==> src/rtl/fcmp_pkg.sv <==
package fcmp_pkg;

    localparam int EXP_W_DEF = 15;
    localparam int SIG_W_DEF = 64;

    typedef enum logic [2:0] {
        CLS_ZERO,
        CLS_FIN,
        CLS_INF,
        CLS_QNAN,
        CLS_SNAN,
        CLS_BAD
    } cls_e;

    typedef enum logic [1:0] {
        REL_GT,
        REL_LT,
        REL_EQ
    } rel_e;

    typedef struct packed {
        logic zf;
        logic pf;
        logic cf;
    } flags_t;

    localparam flags_t FLAGS_UNORD = '{zf: 1'b1, pf: 1'b1, cf: 1'b1};

    function automatic flags_t flags_of_rel(rel_e r);
        flags_t f;
        f = '{zf: 1'b0, pf: 1'b0, cf: 1'b0};
        case (r)
            REL_LT:  f.cf = 1'b1;
            REL_EQ:  f.zf = 1'b1;
            default: f = '{zf: 1'b0, pf: 1'b0, cf: 1'b0};
        endcase
        return f;
    endfunction

    function automatic logic is_nan(cls_e c);
        return (c == CLS_QNAN) || (c == CLS_SNAN);
    endfunction

endpackage

==> src/rtl/fcmp_classify.sv <==
module fcmp_classify
    import fcmp_pkg::*;
#(
    parameter int EXP_W = EXP_W_DEF,
    parameter int SIG_W = SIG_W_DEF
) (
    input  logic [EXP_W+SIG_W-1:0] mag,
    output cls_e                   cls
);
    logic [EXP_W-1:0] exp_f;
    logic             int_bit;
    logic             quiet_bit;
    logic [SIG_W-2:0] frac;

    assign exp_f     = mag[EXP_W+SIG_W-1:SIG_W];
    assign int_bit   = mag[SIG_W-1];
    assign frac      = mag[SIG_W-2:0];
    assign quiet_bit = mag[SIG_W-2];

    always_comb begin
        if (exp_f == '0) begin
            cls = ((frac == '0) && !int_bit) ? CLS_ZERO : CLS_FIN;
        end else if (!int_bit) begin
            cls = CLS_BAD;
        end else if (exp_f == '1) begin
            if (frac == '0)     cls = CLS_INF;
            else if (quiet_bit) cls = CLS_QNAN;
            else                cls = CLS_SNAN;
        end else begin
            cls = CLS_FIN;
        end
    end
endmodule

==> src/rtl/fcmp_order.sv <==
module fcmp_order
    import fcmp_pkg::*;
#(
    parameter int EXP_W = EXP_W_DEF,
    parameter int SIG_W = SIG_W_DEF
) (
    input  logic [EXP_W+SIG_W:0] op_a,
    input  logic [EXP_W+SIG_W:0] op_b,
    output rel_e                 rel
);
    localparam int MAG_W = EXP_W + SIG_W;

    logic             sa, sb;
    logic [MAG_W-1:0] ka, kb;
    logic             mag_gt, mag_lt;

    assign sa     = op_a[MAG_W];
    assign sb     = op_b[MAG_W];
    assign ka     = op_a[MAG_W-1:0];
    assign kb     = op_b[MAG_W-1:0];
    assign mag_gt = ka > kb;
    assign mag_lt = ka < kb;

    always_comb begin
        if ((ka == '0) && (kb == '0)) begin
            rel = REL_EQ;
        end else if (sa != sb) begin
            rel = sa ? REL_LT : REL_GT;
        end else if (mag_gt) begin
            rel = sa ? REL_LT : REL_GT;
        end else if (mag_lt) begin
            rel = sa ? REL_GT : REL_LT;
        end else begin
            rel = REL_EQ;
        end
    end
endmodule

==> src/rtl/fcmp_policy.sv <==
module fcmp_policy
    import fcmp_pkg::*;
(
    input  cls_e cls_a,
    input  cls_e cls_b,
    input  logic quiet_mode,
    output logic unord,
    output logic inv
);
    logic any_bad, any_snan, any_qnan;

    assign any_bad  = (cls_a == CLS_BAD)  || (cls_b == CLS_BAD);
    assign any_snan = (cls_a == CLS_SNAN) || (cls_b == CLS_SNAN);
    assign any_qnan = (cls_a == CLS_QNAN) || (cls_b == CLS_QNAN);

    assign unord = any_bad || is_nan(cls_a) || is_nan(cls_b);
    assign inv   = any_bad || any_snan || (!quiet_mode && any_qnan);
endmodule

==> src/rtl/fcmp_unit.sv <==
module fcmp_unit
    import fcmp_pkg::*;
#(
    parameter int EXP_W = EXP_W_DEF,
    parameter int SIG_W = SIG_W_DEF,
    localparam int OP_W = EXP_W + SIG_W + 1
) (
    input  logic            clk,
    input  logic            rst,
    input  logic            start,
    input  logic            quiet_mode,
    input  logic            inv_mask,
    input  logic            pop_req,
    input  logic [OP_W-1:0] a_in,
    input  logic [OP_W-1:0] b_in,
    output logic            done,
    output logic            zf,
    output logic            pf,
    output logic            cf,
    output logic            of_flag,
    output logic            inv_exc,
    output logic            pop_out
);
    logic [OP_W-1:0] ops [2];
    cls_e            cls [2];
    rel_e            rel;
    logic            unord, inv;
    flags_t          nxt_flags, flags_q;
    logic            write_en;

    assign ops[0] = a_in;
    assign ops[1] = b_in;

    for (genvar gi = 0; gi < 2; gi++) begin : g_cls
        fcmp_classify #(.EXP_W(EXP_W), .SIG_W(SIG_W)) u_cls (
            .mag (ops[gi][OP_W-2:0]),
            .cls (cls[gi])
        );
    end

    fcmp_order #(.EXP_W(EXP_W), .SIG_W(SIG_W)) u_order (
        .op_a (a_in),
        .op_b (b_in),
        .rel  (rel)
    );

    fcmp_policy u_policy (
        .cls_a      (cls[0]),
        .cls_b      (cls[1]),
        .quiet_mode (quiet_mode),
        .unord      (unord),
        .inv        (inv)
    );

    assign nxt_flags = unord ? FLAGS_UNORD : flags_of_rel(rel);
    assign write_en  = !(inv && !inv_mask);

    always_ff @(posedge clk) begin
        if (rst) begin
            done    <= 1'b0;
            inv_exc <= 1'b0;
            pop_out <= 1'b0;
            of_flag <= 1'b0;
            flags_q <= '0;
        end else begin
            done    <= start;
            inv_exc <= start && inv;
            pop_out <= start && pop_req;
            if (start) of_flag <= 1'b0;
            if (start && write_en) flags_q <= nxt_flags;
        end
    end

    assign zf = flags_q.zf;
    assign pf = flags_q.pf;
    assign cf = flags_q.cf;

    p_done_after_start_r9: assert property (@(posedge clk) disable iff (rst)
        start |=> done);
    p_done_only_after_start_r9: assert property (@(posedge clk) disable iff (rst)
        !start |=> !done);
    p_exc_with_done_r9: assert property (@(posedge clk) disable iff (rst)
        inv_exc |-> done);
    p_pop_with_done_r10: assert property (@(posedge clk) disable iff (rst)
        pop_out |-> done);
    p_of_cleared_r8: assert property (@(posedge clk) disable iff (rst)
        done |-> !of_flag);
    p_masked_unord_r7: assert property (@(posedge clk) disable iff (rst)
        (done && inv_exc && $past(inv_mask)) |-> (zf && pf && cf));
    p_unmasked_hold_r7: assert property (@(posedge clk) disable iff (rst)
        (done && inv_exc && !$past(inv_mask)) |-> $stable({zf, pf, cf}));
    p_parity_means_unord_r1: assert property (@(posedge clk) disable iff (rst)
        (done && pf) |-> (zf && cf));
    p_no_lt_and_eq_r1: assert property (@(posedge clk) disable iff (rst)
        (done && !pf) |-> !(zf && cf));
endmodule

==> config.mk <==
export PLATFORM = sky130hd
export DESIGN_NAME = fcmp_unit
export DESIGN_NICKNAME = d
export VERILOG_FILES = /design/src/rtl/fcmp_pkg.sv /design/src/rtl/fcmp_classify.sv /design/src/rtl/fcmp_order.sv /design/src/rtl/fcmp_policy.sv /design/src/rtl/fcmp_unit.sv
export SDC_FILE = /design/constraint.sdc
export NUM_CORES = 1
export LEC_CHECK = 0
export BUFFER_PORTS_ARGS = -buffer_cell sky130_fd_sc_hd__buf_2
export CAP_MARGIN = 20
export CORE_MARGIN = 3
export CORE_UTILIZATION = 47
export DETAILED_ROUTE_END_ITERATION = 10
export GPL_TIMING_DRIVEN = 0
export PLACE_DENSITY_LB_ADDON = 0.25
export RECOVER_POWER = 100
export SYNTH_ARGS = -nofsm -noshare
export SYNTH_HDL_FRONTEND = slang
export SYNTH_HIERARCHICAL = 1
export SYNTH_SLANG_ARGS = --single-unit
==> constraint.sdc <==
create_clock -name clk -period 3.9 [get_ports clk]
set_clock_uncertainty 0.2 [all_clocks]
set_input_delay 0.78 -clock clk [delete_from_list [all_inputs] [get_ports clk]]
set_output_delay 0.78 -clock clk [all_outputs]
set_load 0.03 [all_outputs]
; ---- After elaboration in Yosys (flattened, before gate mapping)
; Cells that the tools add are included.
[totals]
out_inout_bits = 7
elab_cells = 68
reg_bits = 6
input_bits = 166
[op_classes]
n_mux = 21
eq_ne = 11
n_lt_le_gt_ge = 2
reduce_logical = 28
[op_table]
columns = operator, n
row1 = 79-bit logical NOT, 2
row2 = 63-bit logical NOT, 2
row3 = 79-bit > comparator, 1
row4 = 79-bit < comparator, 1
row5 = 3-bit two-way mux, 11
row6 = 15-bit equality test (second input constant), 2
row7 = 15-bit logical NOT, 2
row8 = 3-bit equality test (second input constant), 4
row9 = 1-bit logical OR, 9
row10 = 1-bit logical AND, 8
row11 = 2-bit two-way mux, 4
row12 = 3-bit by 2-bit equality test with 1-bit output (second input constant), 2
row13 = 1-bit two-way mux, 6
row14 = 1-bit logical NOT, 5
row15 = 2-bit by 1-bit equality test with 1-bit output (second input constant), 1
row16 = 2-bit equality test (second input constant), 1
row17 = 1-bit inequality test, 1

; ---- Depth between registers and ports, before layout
[depth]
word_depth = 12
depth_mapped = 13
depth_no_buf = 13

; ---- Cells and area by module
; Netlist, hierarchy kept.
[by_module_without_submodules]
columns = module, seq_area_each_um2, n_inst, cells_each, area_each_um2
row1 = fcmp_order, 0.0, 1, 341, 2384.8
row2 = fcmp_classify, 0.0, 2, 37, 257.7
row3 = fcmp_unit, 120.1, 1, 24, 237.7
row4 = fcmp_policy, 0.0, 1, 8, 57.6

; ---- Worst setup path after synthesis
; No wires, ideal clock.
[synth_path]
path_kind = input to register
startpoint = input a_in[27]
endpoint = register flags_q, in the netlist cf
setup_time_ns = 0.086
required_time_ns = 3.614
path_buffers = 0
path_stages = 9
setup_slack_ns = 0.788
arrival_ns = 2.826
path_cell_list = nor4_2 -> nand4_1 -> or4_4 -> a32o_2 -> or3_1 -> o211ai_2 -> nand2b_4 -> and2_4 -> a211oi_1
[synth_lines]
columns = element, line_no
row1 = "start, declared", fcmp_unit.sv:14  ; input logic [OP_W-1:0] a_in,
row2 = "end signal, assigned", fcmp_unit.sv:70  ; if (start && write_en) flags_q <= nxt_flags;
row3 = "end, declared", fcmp_unit.sv:28  ; flags_t nxt_flags, flags_q;

==> results by group <==
Synth
  – Netlist Area Pre-Place: 3196 um2
  – Mapped Nets: 692
  – Synth top area share: a little under a third
  – Synth Instances: around 450
  – Synth Register Bits: 6
  – Number of synthesized flops with an enable pin: 0
  – Synth cell types: 46
  – Top cells by area, synth: ha_1 (31%), nor4_1 (14%), inv_1 (10%)
  – Asr flop ratio synth: 0%
  – Yosys warns: 6
  – Count leader, synth: inv_1
  – Synth cell count leaders: inv_1 (89), ha_1 (79), nor4_1 (73)
  – Yosys top cell by area: ha_1
  – Top FF cell, synth: dfxtp_1
  – Syn_area_per_cell: 7.149 um2
  – Register area share after synthesis: 3.759%

Route
  – Final ANT Viol Nets: 0
  – Vias: around 4300
  – Vias per cell: about 6.1
  – Final WL: around 13 mm
  – DRC errors left: 0
  – 1st-iter DRT viols: roughly 220
  – DR pass1 iterations: 5
  – Wire per inst: around 18 um

STA
  – Fin crit share: about nine tenths
  – TNS Setup: 0 ns
  – Worst-Margin Slew: a little under 0.6 ns
  – Achievable Freq: 282.5 MHz
  – Slew Viols, Final: 0
  – Tmin final: between 3 and 4 ns
  – Slew margin rel.: approximately three fifths
  – Hold_ws: between 0.2 and 0.3 ns
  – Unrepaired setup endpoints after global routing: no
  – # setup viols final: 0
  – Final count of hold timing violations: 0

Floorplan
  – DIE AREA: 7824 um2
  – Die X: roughly 88 um
  – Row count: 29
  – Die H: 88.46 um
  – Core footprint: ~6500 um2
  – Ports: 173
  – Starting Density: approximately half

Worst setup path
  – Slowest-stage cell, CP: or4_1
  – CP max FO: 4
  – Cell family with most CP delay: simple AND/OR/NAND/NOR gates
  – CP max stage delay: roughly 0.67 ns
  – Critical path buffers and inverters: 1
  – RR Endpoint: cf
  – Startpoint Class: input pin
  – Reg2reg setup slack: a little over 3 ns
  – Worst setup endpoint: cf
  – Worst Path Required: about 3.8 ns
  – Critical path startpoint: b_in[0]
  – CP Class: input pin to register
  – Launch point of the worst reg-to-reg path: cf
  – WP depth: 10
  – Worst Reg-to-Reg Cells: 2
  – Critical path arrival: 3.47 ns
  – Critical Path Sink Type: register
  – Worst-path cell chain: buf_2, nor4_1, nand4_1, or4_1, a32o_1, nand3b_1, o211ai_1, nand2b_4, and2_4, a211oi_1

Hold path
  – Worst hold path class: register to register
  – Hold path startpoint: pf

Clock network
  – Post-CTS Setup Inserts: 0
  – CTS resizes: 0
  – Root Buffer: clkbuf_8
  – CTS tree: built
  – Htree depth: 1
  – CTS clk-pin slew, worst paths: roughly 0.04 ns
  – Clock buffer count from CTS: 3
  – Longest Clk Path Bufs: 2
  – Hold-fix buffers at CTS: 0
  – Clock latency on the worst-skew pair: around 0.22 ns
  – TritonCTS Sinks: 6

Layout
  – Final core occ: around 64%
  – Nets: roughly 870
  – Area Overhead vs Synth: 30.31%
  – Antenna diodes: 0
  – Share of cells above drive strength 1: 30.43%
  – Fillers: between 600 and 700

Place
  – Final GP Congestion: ~0.96
  – Post-DP HPWL: between 10 and 15 mm
  – # port buffers: ~170

Power and ir drop
  – Pwr Density: roughly 130 nW/um2
  – Gate power share: a little under three quarters
  – Sequential share of power: 12.1%
  – Internal power: between 0.3 and 0.4 mW
  – Clock Power Share: between 15 and 20%
  – Total Power: around 0.56 mW
  – Switching share of power: a little under half
  – VDD IR max: just under 0.09 mV
  – Lkg Pwr: roughly 2.2 nW
  – Sw Pwr: between 0.2 and 0.3 mW

Run
  – Maximum Capacitance Violations: 0

Global route
  – Initial antenna violation count: 0
  – Largest net degree at the start of global routing: 6
  – First-pass GRT wire length: ~19 mm
  – Grt total ovfl: 0
  – Vias in the first global route: 3886
  – Total GRT Usage: 30.44%

Status
  – Outcome: finished clean
[power groups by stage]
stage | combinational, mW | clock [mW] | sequential [mW]
final | 0.398 | 0.0914 | 0.0674
after global routing | 0.442 | 0.0980 | 0.0677
after CTS | 0.392 | 0.0918 | 0.0673
after detailed placement | 0.389 | 0 | 0.0682
after global placement | 0.377 | 0 | 0.0680
after floorplan | 0.181 | 0 | 0.0761
[registers in the layout (all words and copies together) (netlist names)]
signal / cells
done: 1
cf: 1
zf: 1
pop_out: 1
inv_exc: 1
pf: 1
[cell families after synthesis]
group / synth area share (%)
adder cells (fa/ha/maj): 30.93
XOR/XNOR: 0.2741
other: 0.1174
buffers and inverters: 10.69
AO/OA/AOI/OAI: 16.33
flip-flops: 3.759
AND/OR/NAND/NOR: 37.90
[cell usage in the layout, fill, tap and decap left out, types with 3 or more instances in the layout]
| cell | count |
|---|---|
| buf_2 | 164 |
| inv_1 | 89 |
| ha_1 | 79 |
| nor4_1 | 74 |
| nand4_1 | 41 |
| a21oi_1 | 36 |
| nand2_1 | 19 |
| o21ai_0 | 13 |
| nor2_1 | 10 |
| a211oi_1 | 8 |
| nor4_2 | 8 |
| nand3_1 | 8 |
| clkbuf_1 | 7 |
| dfxtp_1 | 6 |
| nor3_1 | 6 |
| o211ai_1 | 4 |
| nor2b_1 | 4 |
| a21o_1 | 4 |
| clkbuf_8 | 3 |
[how the worst min path moves through the flow]
stage	to	cells after the start
after global placement	pf	2
after detailed placement	pf	2
after global routing	pf	2
after CTS	pf	2
final	pf	2
after floorplan	pf	2
[routing by layer]
| metal | track usage, % | vias up | share of wire [%] |
|---|---|---|---|
| met1 | 42.15 | 1928 | 42 |
| met4 | 10.16 | 0 | 2.7 |
| met5 | 0 | - | 0 |
| met3 | 3.631 | 25 | 9.5 |
| li1 | - | 2079 | - |
| met2 | 48.81 | 234 | 45 |
[final cells by class]
| type | instances | area, um2 | share of cell area [%] |
|---|---|---|---|
| Buffer | 1 | 7.507 | 0.1803 |
| Clock buffer | 3 | 41.29 | 0.9916 |
| Sequential cell | 6 | 120.1 | 2.885 |
| Inverter | 89 | 334.1 | 8.023 |
| Tap cell | 77 | 96.34 | 2.314 |
| Multi-Input combinational cell | 351 | 2718 | 65.26 |
| Timing Repair Buffer | 171 | 847.1 | 20.34 |
[worst reg2reg max path, stage by stage (launching register included)]
cell and delay, ns:
dfxtp_1 0.33, a21oi_1 0.05, a211oi_1 0.22
[stage by stage]
| step | instance area [um2] | cells | setup slack [ns] |
|---|---|---|---|
| 6_report | 4164 | 698 | 0.3606 |
| 3_5_place_dp | 4148 | 695 | 0.3742 |
| 5_1_grt | 4164 | 698 | 0.2182 |
| 4_1_cts | 4189 | 698 | 0.5831 |
| 2_1_floorplan | 3196 | 447 | 0.7885 |
| 3_3_place_gp | 4148 | 695 | 0.3649 |
Power figures use the tool's default switching activity.
